### config.mk
export PLATFORM = sky130hd
export DESIGN_NAME = hsf_top
export DESIGN_NICKNAME = d
export VERILOG_FILES = /design/src/rtl/hsf_pkg.sv /design/src/rtl/hsf_sync.sv /design/src/rtl/hsf_ctrl.sv /design/src/rtl/hsf_calc.sv /design/src/rtl/hsf_top.sv
export SDC_FILE = /design/constraint.sdc
export NUM_CORES = 1
export LEC_CHECK = 0
export BUFFER_PORTS_ARGS = -buffer_cell sky130_fd_sc_hd__buf_2
export CAP_MARGIN = 20
export CORE_UTILIZATION = 50
export CTS_BUF_LIST = sky130_fd_sc_hd__clkbuf_4
export DETAILED_ROUTE_END_ITERATION = 10
export HOLD_SLACK_MARGIN = 0.1
export PLACE_DENSITY = 0.76
export RECOVER_POWER = 25
export SLEW_MARGIN = 10
export SYNTH_ARGS = -nofsm -noshare
export SYNTH_HDL_FRONTEND = slang
export SYNTH_HIERARCHICAL = 1
export SYNTH_SLANG_ARGS = --single-unit
### constraint.sdc
create_clock -name clk -period 3.3 [get_ports clk]
set_input_delay 0.165 -clock clk [delete_from_list [all_inputs] [get_ports clk]]
set_output_delay 0.165 -clock clk [all_outputs]
set_load 0.1 [all_outputs]
### src/rtl/hsf_pkg.sv
package hsf_pkg;

    typedef enum logic [1:0] {
        ST_WAIT = 2'd0,
        ST_LOAD = 2'd1,
        ST_ACK  = 2'd2
    } hsf_state_e;

endpackage

### src/rtl/hsf_sync.sv
module hsf_sync #(
    parameter int STAGES = 2
) (
    input  logic clk,
    input  logic rst,
    input  logic din,
    output logic dout
);
    logic [STAGES-1:0] sh_d, sh_q;

    always_comb begin
        sh_d = {sh_q[STAGES-2:0], din};
    end

    always_ff @(posedge clk) begin
        if (rst) sh_q <= '0;
        else     sh_q <= sh_d;
    end

    assign dout = sh_q[STAGES-1];
endmodule

### src/rtl/hsf_ctrl.sv
module hsf_ctrl
    import hsf_pkg::*;
(
    input  logic clk,
    input  logic rst,
    input  logic start_s,
    output logic load_o,
    output logic done_o
);
    typedef struct packed {
        hsf_state_e st;
        logic       done;
    } ctrl_regs_t;

    ctrl_regs_t cur_q, nxt_d;

    always_comb begin
        nxt_d  = cur_q;
        load_o = 1'b0;
        case (cur_q.st)
            ST_WAIT: begin
                if (start_s) begin
                    load_o   = 1'b1;
                    nxt_d.st = ST_LOAD;
                end
            end
            ST_LOAD: begin
                nxt_d.st   = ST_ACK;
                nxt_d.done = 1'b1;
            end
            ST_ACK: begin
                if (!start_s) begin
                    nxt_d.st   = ST_WAIT;
                    nxt_d.done = 1'b0;
                end
            end
            default: begin
                nxt_d.st   = ST_WAIT;
                nxt_d.done = 1'b0;
            end
        endcase
    end

    always_ff @(posedge clk) begin
        if (rst) begin
            cur_q.st   <= ST_WAIT;
            cur_q.done <= 1'b0;
        end else begin
            cur_q <= nxt_d;
        end
    end

    assign done_o = cur_q.done;

    // acknowledge persists while the request stays up
    p_ack_holds_r6: assert property (@(posedge clk) disable iff (rst)
        (cur_q.st == ST_ACK && start_s) |=> done_o);

    // acknowledge drops once the request has gone
    p_done_clears_r7: assert property (@(posedge clk) disable iff (rst)
        (done_o && !start_s) |=> !done_o);

    // no new capture while an exchange is acknowledged
    p_no_load_in_ack_r8: assert property (@(posedge clk) disable iff (rst)
        done_o |-> !load_o);

    // without a request the sequencer stays idle
    p_idle_waits_r1: assert property (@(posedge clk) disable iff (rst)
        (cur_q.st == ST_WAIT && !start_s) |=> (cur_q.st == ST_WAIT && !done_o));
endmodule

### src/rtl/hsf_calc.sv
module hsf_calc #(
    parameter int DATA_W = 8,
    parameter int OUT_W  = DATA_W + 2
) (
    input  logic [DATA_W-1:0] sample,
    output logic [OUT_W-1:0]  r_val,
    output logic [OUT_W-1:0]  res_val
);
    localparam int HI_FLAG = DATA_W - 1;
    localparam int LO_FLAG = DATA_W - 2;

    logic [OUT_W-1:0] wide;

    always_comb begin
        wide  = OUT_W'(sample);
        r_val = (wide << 1) + wide;
        if (sample[HI_FLAG])      res_val = '0;
        else if (sample[LO_FLAG]) res_val = OUT_W'(1);
        else                      res_val = wide << 2;
    end
endmodule

### src/rtl/hsf_top.sv
module hsf_top #(
    parameter int DATA_W      = 8,
    parameter int SYNC_STAGES = 2,
    localparam int OUT_W      = DATA_W + 2
) (
    input  logic              clk,
    input  logic              rst,
    input  logic [DATA_W-1:0] sample_i,
    input  logic              start_i,
    output logic              done_o,
    output logic [OUT_W-1:0]  r_o,
    output logic [OUT_W-1:0]  res_o
);
    typedef struct packed {
        logic [OUT_W-1:0] r;
        logic [OUT_W-1:0] res;
    } dp_regs_t;

    logic             start_s;
    logic             load;
    logic [OUT_W-1:0] r_val, res_val;
    dp_regs_t         dp_q, dp_d;

    hsf_sync #(.STAGES(SYNC_STAGES)) u_sync (
        .clk (clk),
        .rst (rst),
        .din (start_i),
        .dout(start_s)
    );

    hsf_ctrl u_ctrl (
        .clk    (clk),
        .rst    (rst),
        .start_s(start_s),
        .load_o (load),
        .done_o (done_o)
    );

    hsf_calc #(.DATA_W(DATA_W), .OUT_W(OUT_W)) u_calc (
        .sample (sample_i),
        .r_val  (r_val),
        .res_val(res_val)
    );

    always_comb begin
        dp_d = dp_q;
        if (load) begin
            dp_d.r   = r_val;
            dp_d.res = res_val;
        end
    end

    always_ff @(posedge clk) begin
        if (rst) dp_q <= '0;
        else     dp_q <= dp_d;
    end

    assign r_o   = dp_q.r;
    assign res_o = dp_q.res;

    // triple of the captured sample
    p_r_triple_r2: assert property (@(posedge clk) disable iff (rst)
        load |=> r_o == OUT_W'($past(sample_i)) * OUT_W'(3));

    // top flag forces zero
    p_res_zero_r4: assert property (@(posedge clk) disable iff (rst)
        (load && sample_i[DATA_W-1]) |=> res_o == '0);

    // second flag forces one
    p_res_one_r5: assert property (@(posedge clk) disable iff (rst)
        (load && !sample_i[DATA_W-1] && sample_i[DATA_W-2]) |=> res_o == OUT_W'(1));

    // results hold between captures
    p_hold_r8: assert property (@(posedge clk) disable iff (rst)
        !load |=> ($stable(r_o) && $stable(res_o)));

    // reset clears acknowledge and results
    p_reset_clear_r9: assert property (@(posedge clk)
        rst |=> (!done_o && r_o == '0 && res_o == '0));
endmodule

Yosys cells after proc, flatten, opt, wreduce, memory -nomap -nowiden
Cells that the tools add are included.
{ "word_totals": {"reg_bits": 25, "in_bits": 11, "output_inout_bits": 21, "wordCells": 22} }
{ "op_classes": {"add_sub_neg": 1, "eq_ne": 4, "n_mux": 8, "n_bitwise": 1, "n_reduce_logical": 3} }
{ "ops": {"columns": ["op", "n"], "rows": [
  ["2-to-1 mux 8 bit", 2],
  ["adder 9 x 8 -> 10 bit", 1],
  ["one-hot mux 2 bit (3 select lines)", 1],
  ["inequality test 2 bit (second input constant)", 2],
  ["AND reduction 2 bit", 2],
  ["2-to-1 mux 3 bit", 1],
  ["one-hot mux 1 bit (3 select lines)", 1],
  ["== test 2 x 1 -> 1 bit (second input constant)", 1],
  ["== test 2 bit (second input constant)", 1],
  ["logical NOT 2 bit", 1],
  ["2-to-1 mux 1 bit", 2],
  ["2-to-1 mux 2 bit", 1],
  ["inverter 1 bit", 1]
]} }

Logic depth before layout (Yosys ltp)
{ "depth": {"word_depth": 3, "depth_mapped": 8, "ltp_nobuf": 8} }

By module
Netlist, hierarchy kept.
{ "modules_own_cells": {"columns": ["module", "instances", "cells_per_inst", "area_per_inst_um2", "seq_area_each_um2"], "rows": [
  ["hsf_top", 1, 64, 705.7, 400.4],
  ["hsf_calc", 1, 50, 411.6, 0.0],
  ["hsf_ctrl", 1, 11, 117.6, 60.1],
  ["hsf_sync", 1, 4, 52.6, 40.0]
]} }

Least setup slack after synthesis
OpenSTA, ideal clock, no wires.
{ "synth_path": {"path_kind": "in2reg", "start": "input port sample_i[0]", "end": "register dp_q, in the netlist r_o[9]", "setup_time_ns": 0.128, "t_arrival_ns": 1.668, "required_time_ns": 3.172, "path_slack_ns": 1.505, "stages": 8, "n_path_buf": 0, "path_cell_list": "ha_1 > fa_1 > a21o_2 > a21oi_1 > o21ai_0 > a21o_1 > mux2i_1 > nor2_1"} }
{ "synth_via": {"elab_chain_len": 1} }
{ "synth_lines": {"columns": ["element", "line_no", "source"], "rows": [
  ["start: declaration", "hsf_top.sv:8", "input logic [DATA_W-1:0] sample_i,"],
  ["adder 9 x 8 -> 10 bit", "hsf_calc.sv:16", "r_val = (wide << 1) + wide;"],
  ["via r_val[9]", "hsf_top.sv:21", "logic [OUT_W-1:0] r_val, res_val;"],
  ["end signal: assignment", "hsf_top.sv:55", "else dp_q <= dp_d;"],
  ["end: declaration", "hsf_top.sv:22", "dp_regs_t dp_q, dp_d;"]
]} }
The timed path passes the listed nets, and every way through them passes these cells.
A chain may end at the register's enable or synchronous reset.

Worst setup path after layout
{ "layout_path": {"start": "register u_ctrl/cur_q[1] in the netlist's numbering", "end": "register dp_q, in the netlist r_o[7]"} }
{ "layout_via": {"elab_chain_len": 2} }
{ "layout_lines": {"columns": ["element", "line_no", "source"], "rows": [
  ["start: declaration", "hsf_ctrl.sv:15", "ctrl_regs_t cur_q, nxt_d;"],
  ["start signal: assignment", "hsf_ctrl.sv:49", "cur_q <= nxt_d;"],
  ["logical NOT 2 bit", "hsf_ctrl.sv:20", "case (cur_q.st)"],
  ["2-to-1 mux 1 bit", "hsf_ctrl.sv:20", null],
  ["via load", "hsf_top.sv:20", "logic load;"]
]} }
The timed path passes the listed nets, and every way through them passes these cells.

==> flow_summary.json <==
{
  "start_kind": "flop",
  "initial_core_util": 0.524,
  "grt_pass1_vias": 877,
  "num-nets-final": 184,
  "p_leak_nw": 0.655,
  "grt_start_max_net_pins": 26,
  "seq_area_frac_synth": 0.389,
  "port_buffers": 31,
  "synth_cell_types": 26,
  "route.vias.total": 959,
  "syn_to_final_growth_pct": 13.2,
  "wl_met3_um": 96,
  "end_kind": "flop",
  "worst_skew_pair.late_latency_ns": 0.30,
  "drt-total-wl_um": 2280,
  "cp.required_ns": 3.49,
  "detail_route.first_pass.iterations": 4,
  "maxSlewViolCount": 0,
  "cts_inserted_buffers": 3,
  "cts_buffer_depth": 2,
  "die_h_um": 52.7,
  "hold_path_class": "input pin to flop",
  "peakVddDrop_mv": 0.281,
  "rsz0062_at_grt": "false",
  "outcome": "complete, no violations",
  "via_per_inst": 5.05,
  "antenna_left": 0,
  "htreeDepth": 1,
  "gp_congestion": 0.821,
  "grt_use_total": 0.178,
  "dp_hpwl_um": 1770,
  "path_class": "flop to flop",
  "wire_per_inst_um": 12.0,
  "nFillCells": 221,
  "ctsResizeCount": 0,
  "setup-tns-final_ns": 0,
  "clockRootBuffer": "clkbuf_4",
  "postCtsHoldBufs": 1,
  "cts_tree": "done",
  "highest_layer": "met4",
  "n_antenna_cell": 0,
  "critical_path.max_fanout": 11,
  "die-area_um2": 2780,
  "cts.sinks": 25,
  "std_cell_rows": 18,
  "core_um2": 2450,
  "syn_area_um2": 1290,
  "maxCapViolCount": 0,
  "total_power_mw": 0.616,
  "period_minus_slack_ns": 1.85,
  "die_w_um": 52.7,
  "syn_avg_cell_area_um2": 9.98,
  "io-pin-count": 32,
  "fin_worst_skew_ns": 0.00183,
  "period_share": 0.561,
  "fmax_mhz": 540,
  "relSlewSlack": 0.227,
  "worst_pin_slew_ns": 1.16,
  "hold_violations": 0,
  "setup_viol": 0,
  "drt_iter0_markers": 10,
  "ys_seq_elements": 25,
  "antenna_found_initial": 0,
  "grt_pass1_wl_um": 3660,
  "post_cts_buffers": 0,
  "wl_met2_um": 1100,
  "drc": 0,
  "route.layer.met1.wl_um": 1060,
  "clk_pin_slew_worst_paths_ns": 0.12,
  "cp.arrival_ns": 2.04,
  "power_density_nw_per_um2": 423,
  "overflow": 0,
  "syn_inst": 129,
  "drive_above_1_share": 0.213,
  "yosys_warnings": 6
}
-- layout by cell type, fill, tap and decap left out, types with 4 or more instances in the layout --
cell,count
a21oi_1,6
nor2_1,22
clkbuf_4,4
dfxtp_1,25
xnor2_1,5
clkbuf_1,6
mux2i_1,20
inv_1,4
buf_2,25
and2_1,5
ha_1,11
-- sequential cells by signal, summed over array words and instances, names as in the netlist --
signal         count
res_o             10
u_ctrl/done_o      1
u_ctrl/cur_q       2
u_sync/sh_q        2
r_o               10
-- per-layer routing --
layer / vias to the layer above / track usage
met5: - / 0
li1: 487 / -
met1: 451 / 0.223
met3: 2 / 0.0377
met2: 19 / 0.297
met4: 0 / 0.0614
-- Yosys cell counts, drive strengths merged --
library cell,n,area [um2]
dfxtp,25,500
nor2,23,86.3
mux2i,20,200
ha,11,138
a21oi,6,30.0
buf,6,52.6
and2,5,31.3
xnor2,5,43.8
inv,4,15.0
a21o,3,23.8
nand2b,3,26.3
nor2b,3,18.8
a211oi,2,25.0
clkbuf,2,7.51
nor3,2,10.0
o21ai,2,10.0
a2111oi,1,15.0
conb,1,3.75
fa,1,20.0
nand3b,1,7.51
nor4,1,6.26
o21bai,1,7.51
xor2,1,8.76
-- final timing paths --
path | from | endpoint | slack, ns | cells after the start
max | u_ctrl/cur_q[1] | r_o[7] | 1.45 | 5
min | sample_i[0] | r_o[0] | 0.14 | 3
max reg2reg | u_ctrl/cur_q[1] | r_o[7] | 1.45 | 5
min reg2reg | u_sync/sh_q[0] | u_sync/sh_q[1] | 0.48 | 1
-- cell type report --
| cell class | instances | area, um2 | area share |
|---|---|---|---|
| Clock buffer | 4 | 30.0 | 0.0206 |
| Multi-Input combinational cell | 94 | 709 | 0.487 |
| Tap cell | 30 | 37.5 | 0.0258 |
| Inverter | 4 | 15.0 | 0.0103 |
| Timing Repair Buffer | 33 | 165 | 0.113 |
| Sequential cell | 25 | 500 | 0.343 |
-- through the flow --
step	utilization	instances	worst slack (ns)	hold slack [ns]	cell area, um2
floorplan	-	131	1.50	0.230	1290
global placement	0.586	185	1.30	0.375	1440
detailed placement	0.586	185	1.19	0.390	1440
CTS	0.602	190	1.47	0.132	1480
global route	0.594	190	1.36	0.140	1460
finish	0.594	190	1.45	0.139	1460
-- critical path: stages, from the launching register on --
cell	delay, ns
dfxtp_1	0.35
nand2b_1	0.19
nor2_2	0.57
buf_4	0.34
mux2i_1	0.23
nor2_1	0.06
-- power breakdown --
part	internal, mW	total (mW)	switching [mW]
Sequential	0.312	0.316	0.00482
Clock	0.0552	0.136	0.0811
Combinational	0.0499	0.163	0.114
-- logic make-up after synthesis --
| family | Yosys count | synth area share |
|---|---|---|
| mux | 20 | 0.155 |
| flops | 25 | 0.389 |
| simple gates | 38 | 0.145 |
| buf+inv | 12 | 0.0583 |
| other cells | 1 | 0.00291 |
| xor+xnor | 6 | 0.0408 |
| compound gates | 15 | 0.0865 |
| fa+ha+maj | 12 | 0.122 |
(Power assumes the default switching activity.)
